--- src/rtl/tlb_pkg.sv ---
package tlb_pkg;
  localparam int VA_W       = 32;
  localparam int PAGE_SHIFT = 12;
  localparam int VPN_W      = VA_W - PAGE_SHIFT;
  localparam int ASID_W     = 8;
  localparam int ENTRIES    = 32;
  localparam int IDX_W      = $clog2(ENTRIES);

  typedef enum logic [1:0] {SZ_4K, SZ_64K, SZ_1M, SZ_16M} pg_size_e;
  typedef enum logic [1:0] {ACC_READ, ACC_WRITE, ACC_EXEC, ACC_EXEC2} acc_e;
  typedef enum logic [1:0] {MNT_ALL, MNT_ASID, MNT_VA, MNT_NONE} mnt_e;

  typedef struct packed {
    logic              valid;
    logic [VPN_W-1:0]  vpn;
    pg_size_e          size;
    logic [ASID_W-1:0] asid;
    logic              ns;
    logic              glob;
    logic [VPN_W-1:0]  pfn;
    logic [1:0]        ap;
    logic              xn;
  } entry_t;

  typedef struct packed {
    logic             fillEn;
    logic [IDX_W-1:0] fillIdx;
    logic             invAll;
    logic             invAsid;
    logic             invVa;
  } strobe_t;

  // Page-number bits that take part in the compare for a given size
  function automatic logic [VPN_W-1:0] sizeMask(input pg_size_e s);
    case (s)
      SZ_4K:   sizeMask = '1;
      SZ_64K:  sizeMask = {{(VPN_W-4){1'b1}}, 4'h0};
      SZ_1M:   sizeMask = {{(VPN_W-8){1'b1}}, 8'h00};
      default: sizeMask = {{(VPN_W-12){1'b1}}, 12'h000};
    endcase
  endfunction

  function automatic logic permOk(input logic [1:0] ap, input logic xn,
                                  input logic priv, input logic [1:0] acc);
    logic canRead, canWrite;
    canRead  = (ap == 2'b11) || (ap == 2'b10) || (ap == 2'b01 && priv);
    canWrite = (ap == 2'b11) || (ap == 2'b01 && priv);
    case (acc_e'(acc))
      ACC_READ:  permOk = canRead;
      ACC_WRITE: permOk = canWrite;
      default:   permOk = canRead && !xn;
    endcase
  endfunction
endpackage

--- src/rtl/tlb_ctrl.sv ---
module tlb_ctrl
  import tlb_pkg::*;
#(
  parameter int          LOCK_ENTRIES = 8,
  parameter int          LOCK_W       = $clog2(LOCK_ENTRIES),
  parameter int          LFSR_W       = 16,
  parameter logic [15:0] LFSR_TAPS    = 16'hB400,
  parameter logic [15:0] LFSR_SEED    = 16'hACE1
) (
  input  logic              clk,
  input  logic              rstN,
  input  logic              fillValid,
  input  logic              fillLock,
  input  logic [LOCK_W-1:0] fillSlot,
  input  logic              policyRandom,
  input  logic              lockEnable,
  input  logic              mntValid,
  input  logic [1:0]        mntOp,
  output strobe_t           st
);
  localparam int FREE = ENTRIES - LOCK_ENTRIES;

  logic [IDX_W-1:0]  rrPtr, lo, rrVictim, rndVictim, victim;
  logic [LFSR_W-1:0] lfsr;

  always_comb begin
    lo        = lockEnable ? IDX_W'(LOCK_ENTRIES) : '0;
    rrVictim  = (rrPtr < lo) ? lo : rrPtr;
    rndVictim = lockEnable ? IDX_W'(LOCK_ENTRIES + (int'(lfsr) % FREE))
                           : IDX_W'(int'(lfsr) % ENTRIES);
    victim    = policyRandom ? rndVictim : rrVictim;
  end

  always_comb begin
    st.fillEn  = fillValid;
    st.fillIdx = fillLock ? IDX_W'(fillSlot) : victim;
    st.invAll  = mntValid && (mnt_e'(mntOp) == MNT_ALL);
    st.invAsid = mntValid && (mnt_e'(mntOp) == MNT_ASID);
    st.invVa   = mntValid && (mnt_e'(mntOp) == MNT_VA);
  end

  always_ff @(posedge clk) begin
    if (!rstN) begin
      rrPtr <= '0;
      lfsr  <= LFSR_W'(LFSR_SEED);
    end else begin
      lfsr <= {1'b0, lfsr[LFSR_W-1:1]} ^ (lfsr[0] ? LFSR_W'(LFSR_TAPS) : '0);
      if (fillValid && !fillLock && !policyRandom)
        rrPtr <= (rrVictim == IDX_W'(ENTRIES-1)) ? lo : rrVictim + IDX_W'(1);
    end
  end
endmodule

--- src/rtl/tlb_datapath.sv ---
module tlb_datapath
  import tlb_pkg::*;
(
  input  logic                     clk,
  input  logic                     rstN,
  input  strobe_t                  st,
  input  entry_t                   fillEntry,
  input  logic                     lkValid,
  input  logic [VPN_W-1:0]         lkVpn,
  input  logic [PAGE_SHIFT-1:0]    lkOff,
  input  logic [ASID_W-1:0]        lkAsid,
  input  logic                     lkNs,
  input  logic                     lkPriv,
  input  logic [1:0]               lkAccess,
  input  logic [ASID_W-1:0]        mntAsid,
  input  logic [VPN_W-1:0]         mntVpn,
  output logic                     rspValid,
  output logic                     rspHit,
  output logic                     rspMiss,
  output logic                     rspAbort,
  output logic [VA_W-1:0]          rspPa,
  output logic [ENTRIES-1:0]       validVec
);
  entry_t tbl [ENTRIES];

  logic [ENTRIES-1:0] lkMatch, mntMatch;
  logic               hitAny;
  logic [IDX_W-1:0]   sel;
  entry_t             selE;
  logic [VPN_W-1:0]   selMask;
  logic [VA_W-1:0]    paNext;
  logic               accessOk;

  always_comb begin
    for (int i = 0; i < ENTRIES; i++) begin
      lkMatch[i]  = tbl[i].valid
                    && (((tbl[i].vpn ^ lkVpn) & sizeMask(tbl[i].size)) == '0)
                    && (tbl[i].ns == lkNs)
                    && (tbl[i].glob || (tbl[i].asid == lkAsid));
      mntMatch[i] = tbl[i].valid
                    && (((tbl[i].vpn ^ mntVpn) & sizeMask(tbl[i].size)) == '0);
      validVec[i] = tbl[i].valid;
    end
  end

  // Lowest slot wins among multiple matches
  always_comb begin
    hitAny = 1'b0;
    sel    = '0;
    for (int i = ENTRIES-1; i >= 0; i--) begin
      if (lkMatch[i]) begin
        hitAny = 1'b1;
        sel    = IDX_W'(i);
      end
    end
    selE     = tbl[sel];
    selMask  = sizeMask(selE.size);
    paNext   = {(selE.pfn & selMask) | (lkVpn & ~selMask), lkOff};
    accessOk = permOk(selE.ap, selE.xn, lkPriv, lkAccess);
  end

  always_ff @(posedge clk) begin
    if (!rstN) begin
      for (int i = 0; i < ENTRIES; i++) tbl[i] <= '0;
    end else begin
      for (int i = 0; i < ENTRIES; i++) begin
        if (st.invAll
            || (st.invAsid && !tbl[i].glob && (tbl[i].asid == mntAsid))
            || (st.invVa && mntMatch[i]))
          tbl[i].valid <= 1'b0;
        if (st.fillEn && (st.fillIdx == IDX_W'(i)))
          tbl[i] <= fillEntry;
      end
    end
  end

  always_ff @(posedge clk) begin
    if (!rstN) begin
      rspValid <= 1'b0;
      rspHit   <= 1'b0;
      rspMiss  <= 1'b0;
      rspAbort <= 1'b0;
      rspPa    <= '0;
    end else begin
      rspValid <= lkValid;
      rspHit   <= lkValid && hitAny;
      rspMiss  <= lkValid && !hitAny;
      rspAbort <= lkValid && hitAny && !accessOk;
      rspPa    <= (lkValid && hitAny) ? paNext : '0;
    end
  end
endmodule

--- src/rtl/tlb_top.sv ---
module tlb_top
  import tlb_pkg::*;
#(
  parameter int LOCK_ENTRIES = 8,
  parameter int LOCK_W       = $clog2(LOCK_ENTRIES)
) (
  input  logic              clk,
  input  logic              rstN,
  input  logic              lkValid,
  input  logic [31:0]       lkVa,
  input  logic [7:0]        lkAsid,
  input  logic              lkNs,
  input  logic              lkPriv,
  input  logic [1:0]        lkAccess,
  output logic              rspValid,
  output logic              rspHit,
  output logic              rspMiss,
  output logic              rspAbort,
  output logic [31:0]       rspPa,
  input  logic              fillValid,
  input  logic              fillLock,
  input  logic [LOCK_W-1:0] fillSlot,
  input  logic [19:0]       fillVpn,
  input  logic [7:0]        fillAsid,
  input  logic              fillNs,
  input  logic              fillGlobal,
  input  logic [1:0]        fillSize,
  input  logic [19:0]       fillPfn,
  input  logic [1:0]        fillAp,
  input  logic              fillXn,
  input  logic              policyRandom,
  input  logic              lockEnable,
  input  logic              mntValid,
  input  logic [1:0]        mntOp,
  input  logic [7:0]        mntAsid,
  input  logic [19:0]       mntVpn
);
  strobe_t            strobes;
  entry_t             fillEntry;
  logic [ENTRIES-1:0] validVec;

  always_comb begin
    fillEntry.valid = 1'b1;
    fillEntry.vpn   = fillVpn;
    fillEntry.size  = pg_size_e'(fillSize);
    fillEntry.asid  = fillAsid;
    fillEntry.ns    = fillNs;
    fillEntry.glob  = fillGlobal;
    fillEntry.pfn   = fillPfn;
    fillEntry.ap    = fillAp;
    fillEntry.xn    = fillXn;
  end

  tlb_ctrl #(.LOCK_ENTRIES(LOCK_ENTRIES), .LOCK_W(LOCK_W)) u_ctrl (
    .clk(clk), .rstN(rstN), .fillValid(fillValid), .fillLock(fillLock),
    .fillSlot(fillSlot), .policyRandom(policyRandom), .lockEnable(lockEnable),
    .mntValid(mntValid), .mntOp(mntOp), .st(strobes)
  );

  tlb_datapath u_dp (
    .clk(clk), .rstN(rstN), .st(strobes), .fillEntry(fillEntry),
    .lkValid(lkValid), .lkVpn(lkVa[VA_W-1:PAGE_SHIFT]), .lkOff(lkVa[PAGE_SHIFT-1:0]),
    .lkAsid(lkAsid), .lkNs(lkNs), .lkPriv(lkPriv), .lkAccess(lkAccess),
    .mntAsid(mntAsid), .mntVpn(mntVpn),
    .rspValid(rspValid), .rspHit(rspHit), .rspMiss(rspMiss),
    .rspAbort(rspAbort), .rspPa(rspPa), .validVec(validVec)
  );
endmodule

--- config.mk ---
export PLATFORM = sky130hd
export DESIGN_NAME = tlb_top
export DESIGN_NICKNAME = d
export VERILOG_FILES = /design/src/rtl/tlb_pkg.sv /design/src/rtl/tlb_ctrl.sv /design/src/rtl/tlb_datapath.sv /design/src/rtl/tlb_top.sv
export SDC_FILE = /design/constraint.sdc
export NUM_CORES = 2
export LEC_CHECK = 0
export BUFFER_PORTS_ARGS = -buffer_cell sky130_fd_sc_hd__buf_2
export CAP_MARGIN = 5
export CORE_MARGIN = 4
export CORE_UTILIZATION = 30
export CTS_BUF_LIST = sky130_fd_sc_hd__clkbuf_16
export DETAILED_ROUTE_END_ITERATION = 10
export RECOVER_POWER = 100
export SLEW_MARGIN = 20
export SYNTH_ARGS = -nofsm -noshare
export SYNTH_HDL_FRONTEND = slang
export SYNTH_SLANG_ARGS = --single-unit
--- constraint.sdc ---
create_clock -name clk -period 13 [get_ports clk]
set_input_delay 0.65 -clock clk [delete_from_list [all_inputs] [get_ports clk]]
set_output_delay 0.65 -clock clk [all_outputs]
set_load 0.01 [all_outputs]
* After elaboration in Yosys (flattened, before gate mapping) *
Memories as Yosys holds them, arrays and structs flattened.
Index checks and enable logic that the tools add are counted.

operators by class
  $add $sub $neg = 2
  divide/modulo/power cells = 1
  magnitude comparators = 1
  equal/unequal tests = 200
  mux-type cells = 394
  bitwise gates (word level) = 229
  reduce and logical (&&, ||, !) cells = 503

operators by type and width
  kind                                             number
  two-way mux 55 bit                               32
  bitwise AND 20 bit                               66
  zero test 20 bit                                 64
  bitwise XOR 20 bit                               64
  case mux 12 bit (3 select lines)                 33
  == test 8 bit                                    64
  two-way mux 1 bit                                289
  logical AND 1 bit                                266
  two-way mux 5 bit                                37
  logical OR 1 bit                                 99
  OR 1 bit                                         96
  == test 5 bit (second input constant)            17
  == test 2 x 1 -> 1 bit (second input constant)   36
  == test 2 bit (second input constant)            36
  zero test 2 bit                                  35
  == test 5 x 4 -> 1 bit (second input constant)   8
  zero test 1 bit                                  37
  == test 1 bit                                    32
  modulo 17 x 6 -> 32 bit (second input constant)  1
  == test 5 x 3 -> 1 bit (second input constant)   4
  NOT 20 bit                                       1
  OR 20 bit                                        1
  two-way mux 16 bit                               1
  bitwise XOR 15 x 16 -> 16 bit                    1
  other kinds (9)                                  10

storage, ports and cells
  register bits after elaboration = 57
  memory bits (writable) = 1792
  input port bits = 140
  word-level logic and storage cells = 1338
  memories = 1

memories
  name      depth  width  rd ports  clocked after Yosys merged registers in  wr ports  RTL line            RTL
  u_dp.tbl  32     56     33        0                                        32        tlb_datapath.sv:24  entry_t tbl [ENTRIES];

* Longest topological paths before layout *
An unclocked memory read counts as a cell.

  depth in word-level cells = 48
  gate-level depth with buffers = 24
  gate-level depth less buffers = 16

* Hierarchy *
Synthesis repeated with hierarchy kept, for this count alone.

second synthesis, totals
  cells, all modules = 8158
  area, all modules = 96337.4 µm²

by module, submodules not included
  module        times used  cells an instance  area an instance (µm²)
  tlb_datapath  1           7752               93427.1
  tlb_ctrl      1           405                2906.5
  tlb_top       1           1                  3.8

* Worst setup path before layout *
Ideal clock, no wire load.

  kind = register to register
  start = register u_ctrl.lfsr[14]
  end = memory u_dp.tbl[15][0] (netlist bit), enable pin
  arrival = 8.866 ns
  path slack = 3.585 ns
  cell stages (with the launch flop) = 22
  buffers on the path = 5
  period minus slack after synthesis = 9.415 ns
  cell sequence = dfxtp_1 buf_4 clkbuf_1 ha_1 nand2b_1 o32ai_4 nor4_4 a21o_1 a211oi_1 mux2_2 o21a_1 o21ai_1 nand3_1 o221a_2 o221a_2 o311ai_2 o2111ai_2 or3b_1 buf_2 buf_6 buf_6 o31ai_1

RTL lines
  element                   RTL line            RTL
  start: declaration        tlb_ctrl.sv:24      logic [LFSR_W-1:0] lfsr;
  start signal: assignment  tlb_ctrl.sv:45      lfsr <= LFSR_W'(LFSR_SEED);
  start signal: assignment  tlb_ctrl.sv:47      lfsr <= {1'b0, lfsr[LFSR_W-1:1]} ^ (lfsr[0] ? LFSR_W'(LFSR_TAPS) : '0);
  end: declaration          tlb_datapath.sv:24

* Worst setup path in the final report *
  start = input port lkAsid[0]
  end = register u_dp.rspPa[14]

between the ends
  cells in the longest elaborated chain, start to end = 41
  elaborated cells between the ends (all ways) = 171
  classes of those cells = eq/ne (34); mux (65); bitwise (4); reduce/logical (67); memory (1)

RTL lines
  element                                RTL line            RTL
  start: declaration                     tlb_top.sv:11       input logic [7:0] lkAsid,
  == test 8 bit                          tlb_datapath.sv:39  && (tbl[i].glob || (tbl[i].asid == lkAsid));
  logical OR 1 bit                       tlb_datapath.sv:39
  logical AND 1 bit                      tlb_datapath.sv:39
  two-way mux 5 bit (32 in a row)        tlb_datapath.sv:51  if (lkMatch[i]) begin
  memory read (32 x 56 bit)              --
  == test 2 bit (tied with other cells)  tlb_pkg.sv:35       case (s)
  case mux 12 bit (3 select lines)       tlb_pkg.sv:35
  NOT 20 bit                             tlb_datapath.sv:58  paNext = {(selE.pfn & selMask) | (lkVpn & ~selMask), lkOff};
  bitwise AND 20 bit                     tlb_datapath.sv:58
  OR 20 bit                              tlb_datapath.sv:58
  end signal: assignment                 tlb_datapath.sv:89  rspPa <= (lkValid && hitAny) ? paNext : '0;
  end: declaration                       tlb_datapath.sv:21  output logic [VA_W-1:0] rspPa,

Parallel ways exist; a longest one is shown, timed or not.
A chain may end at the register's enable or synchronous reset.

==> reports/qor.txt <==
Final #Nets -> 8222
Clock Sink Count -> 1849
Root Buffer Master -> sky130_fd_sc_hd__clkbuf_16
Total design power -> 0.0150 W
Gpl congestion -> 1.00
Global route hottest layer -> met2
Half-perimeter wire length after placement -> 226 mm
RSZ-0062 raised after global routing -> no
Critical path, cell by cell -> clkbuf_1 > clkbuf_1 > xor2_1 > nor4_1 > a21oi_1 > or3_1 > o2111ai_1 > a21boi_0 > o211ai_1 > and3_1 > clkbuf_1 > and2_0 > o211ai_1 > nand4_1 > o21ai_1 > nor3_2 > and3_1 > nor3_1
Row Count -> 214
Sequential share of the synthesized area -> 53.5%
Slowest cell delay on critical path -> 2.16 ns
Mapped Area -> 103000 um2
Count of antenna-violating nets left after detailed routing -> 0
Maximum net fanout on the critical path -> 30
Min setup slack post-route -> 2.31 ns
Prevailing post-synth register cell -> sky130_fd_sc_hd__edfxtp_1
Data arrival at the endpoint of the critical path -> 11.41 ns
Post-placement cell count -> 12400
Synthesized netlist net count -> 8390
Average wire length per cell after detail routing -> 28.8 um
CTS buffer count -> 209
Number of hold violations in the final report -> 0
Shortest period the worst path allows -> 10.69 ns
Maximum vdd ir drop -> 128 uV
# Max-Cap Violations -> 89
Proportion of layout cells with a drive suffix above 1 -> 8.77%
Initial standard-cell utilization of the core -> 30.2%
Vert. Die Dim -> 593 um
Cell taking the most area after synthesis -> sky130_fd_sc_hd__edfxtp_1
Mapped Avg Cell Area -> 12.5 um2
Crit path launch type -> input pin
CORE AREA -> 341000 um2
Crit end category -> flip-flop
Number of distinct library cells after synthesis -> 98
Met1 Track Usage GR -> 26.7%
Max-slew violation count -> 2806
Number of iterations in the first detailed-routing pass -> 10
Vias in the first global route -> 71600
First-pass GRT wire length -> 517 mm
Detailed-route via count -> 73500
Number of instances on the worst hold path -> 3
Synth top area share -> 52.4%
Violation count after the first detailed-route iteration -> 9201
Areal power density over the cells -> 136 nW/um2
Clock latency reported for the late side of the worst-skew pair -> 0.92 ns
Leading post-synthesis cells by cell area -> sky130_fd_sc_hd__edfxtp_1 52%, sky130_fd_sc_hd__xor2_1 9.8%, sky130_fd_sc_hd__nor4_2 8.4%
Instance count of the mapped netlist -> 8247
Clock tree from TritonCTS -> built
Width of the die -> 593 um
Transition time at the pin with the least slew margin -> 4.57 ns
Met3 global-route usage -> 4.72%
Length in cells of the worst reg-to-reg path -> 18
Total negative slack for setup checks -> 0 ns
Core occupancy in the finished layout -> 32.4%
Total Die Area -> 352000 um2
Failing checks -> capacitance limit, slew limit
Buffers inserted by post-CTS timing repair -> 0
Path category of the worst min-delay check -> in -> reg
Yosys Warn Count -> 0
Clock-pin slew of the registers on the worst-case setup and hold paths -> 0.06 ns
Largest net degree at the start of global routing -> 146
Worst-case setup slack after placement -> 5.01 ns
Number of synthesized flops with an enable pin -> 1792
#FFs+latches synth -> 1849
WS Path Type -> in -> reg
Post-synthesis async set-or-reset flop share -> 0%
Leakage -> 36.2 nW
Outcome -> finished with violations
Final Setup Violations -> 0
Rel. slew slack -> -204%
Number of buffers added on ports -> 175
Final clock period utilization by the worst path -> 82.2%
Gr ovfl total -> 0
Slowest cell on the critical path -> sky130_fd_sc_hd__and2_0
Max Fclk -> 0.0936 GHz
Met2 usage in global routing -> 30.8%
Crit-path most repeated cell -> sky130_fd_sc_hd__clkbuf_1
GRT Total Usage -> 19.9%
Required time of the critical path -> 13.72 ns
Antenna violations before repair -> 26
I/O pin count -> 176
Buffer levels on the longest clock path -> 4
Setup clock skew after layout -> 0.0842 ns
Count of unresolved DRC violations after routing -> 0
Maximum level of the CTS H-tree -> 4
Final wirelength -> 369 mm
Filler-free cell count of the finished design -> 12800
Vias/cell -> 5.75
Layout area overhead -> 7.33%
kinds of logic after synthesis:
kind of cell / count (synthesis) / synth area share (%)
multiplexers: 275 / 2.68
XOR/XNOR: 1835 / 15.7
buffers and inverters: 900 / 4.11
AND/OR/NAND/NOR: 2638 / 18.7
AO/OA/AOI/OAI: 747 / 5.33
flip-flops: 1849 / 53.5
adder cells (fa/ha/maj): 3 / 0.0365
state kept, by name, summed over array words and instances, names as in the netlist:
name	flops
u_dp.rspValid	1
u_ctrl.lfsr	16
u_dp.rspPa	32
u_ctrl.rrPtr	5
u_dp.tbl	1792
u_dp.rspHit	1
u_dp.rspMiss	1
u_dp.rspAbort	1
layout by cell type (no fill, tap or decap), types with 18 or more instances in the layout:
master                         n
sky130_fd_sc_hd__a211o_1      19
sky130_fd_sc_hd__a211oi_1     30
sky130_fd_sc_hd__a21oi_1     195
sky130_fd_sc_hd__a222oi_1     21
sky130_fd_sc_hd__a22oi_1      21
sky130_fd_sc_hd__a32o_1       18
sky130_fd_sc_hd__a32oi_1      31
sky130_fd_sc_hd__a41o_1       57
sky130_fd_sc_hd__and3_1       52
sky130_fd_sc_hd__buf_2       137
sky130_fd_sc_hd__buf_4       135
sky130_fd_sc_hd__bufinv_16    27
sky130_fd_sc_hd__clkbuf_1    130
sky130_fd_sc_hd__clkbuf_16   212
sky130_fd_sc_hd__clkinv_1     43
sky130_fd_sc_hd__clkinv_2     35
sky130_fd_sc_hd__dfxtp_1      57
sky130_fd_sc_hd__edfxtp_1   1792
sky130_fd_sc_hd__inv_1       122
sky130_fd_sc_hd__mux2i_1     270
sky130_fd_sc_hd__nand2_1     462
sky130_fd_sc_hd__nand3_1     113
sky130_fd_sc_hd__nand4_1     225
sky130_fd_sc_hd__nor2_1      110
sky130_fd_sc_hd__nor3_1      123
sky130_fd_sc_hd__nor4_1     1281
sky130_fd_sc_hd__nor4_2       82
sky130_fd_sc_hd__o211ai_1     37
sky130_fd_sc_hd__o21ai_0      52
sky130_fd_sc_hd__o31ai_1      74
sky130_fd_sc_hd__o41ai_1      25
sky130_fd_sc_hd__or3_1        43
sky130_fd_sc_hd__or4_1        40
sky130_fd_sc_hd__xnor2_1     682
sky130_fd_sc_hd__xor2_1     1152
path summary, 6_finish.rpt:
check,from,slack [ns],end
worst max-delay path,lkAsid[0],2.31,u_dp.rspPa[14]
worst min-delay path,lockEnable,0.24,u_ctrl.rrPtr[3]
worst max register to register,u_ctrl.lfsr[15],2.89,u_dp.tbl[27][27]
worst min register to register,u_ctrl.lfsr[2],0.46,u_ctrl.lfsr[1]
worst max-delay path: cells and delay by family:
family | cells | cell delay [ns]
AND/OR/NAND/NOR | 8 | 4.28
buffers and inverters | 3 | 3.74
AO/OA/AOI/OAI | 6 | 2.45
XOR/XNOR | 1 | 0.17
synthesized netlist by cell type (all sizes together) (17+ instances only):
master,n
dfxtp,57
a32oi,31
o21ai,61
clkbuf,340
nand3,113
xnor2,682
buf,471
a21oi,198
a222oi,21
and2,19
mux2i,270
a31oi,18
nand2,469
a211o,20
a221oi,17
nor3,124
nor4,1363
a22oi,21
o31ai,79
a41o,58
nand4,225
and3,53
or3,43
a211oi,30
a32o,18
nor2,117
o211ai,37
o41ai,25
xor2,1152
inv,88
or4,40
edfxtp,1792
routing by layer:
metal,up-vias,routed length [um]
li1,31200,-
met5,-,0
met2,4265,165000
met4,0,17800
met1,37200,145000
met3,836,40700
area by class of cell:
type | instances | area (um2)
Timing Repair Buffer | 432 | 2560
Clock buffer | 212 | 5310
Inverter | 89 | 335
Multi-Input combinational cell | 5498 | 40000
Sequential cell | 1849 | 55000
Tap cell | 4536 | 5680
Antenna cell | 3 | 7.51
Clock inverter | 161 | 1490
Fill cell | 34100 | 230000
through the flow:
stage          area (um2)  hold slack, ns
2_1_floorplan      103000           0.411
5_1_grt            110000           0.241
4_1_cts            115000           0.177
3_5_place_dp       108000           0.439
6_report           110000           0.235
3_3_place_gp       108000           0.431
power breakdown:
part           leakage [nW]  switching (W)  total, W  internal (W)
registers              18.9       0.000212   0.00711       0.00690
clock network          3.46        0.00253   0.00602       0.00348
logic                  13.9        0.00138   0.00188      0.000500
total                  36.2        0.00413    0.0150        0.0109
what timing repair did:
action,in CTS,in global routing
setup endpoints to repair,0,0
hold endpoints to repair,12,0
hold buffers,12,0
gates resized for setup,0,0
No activity file was read; power rests on OpenSTA's default activity.
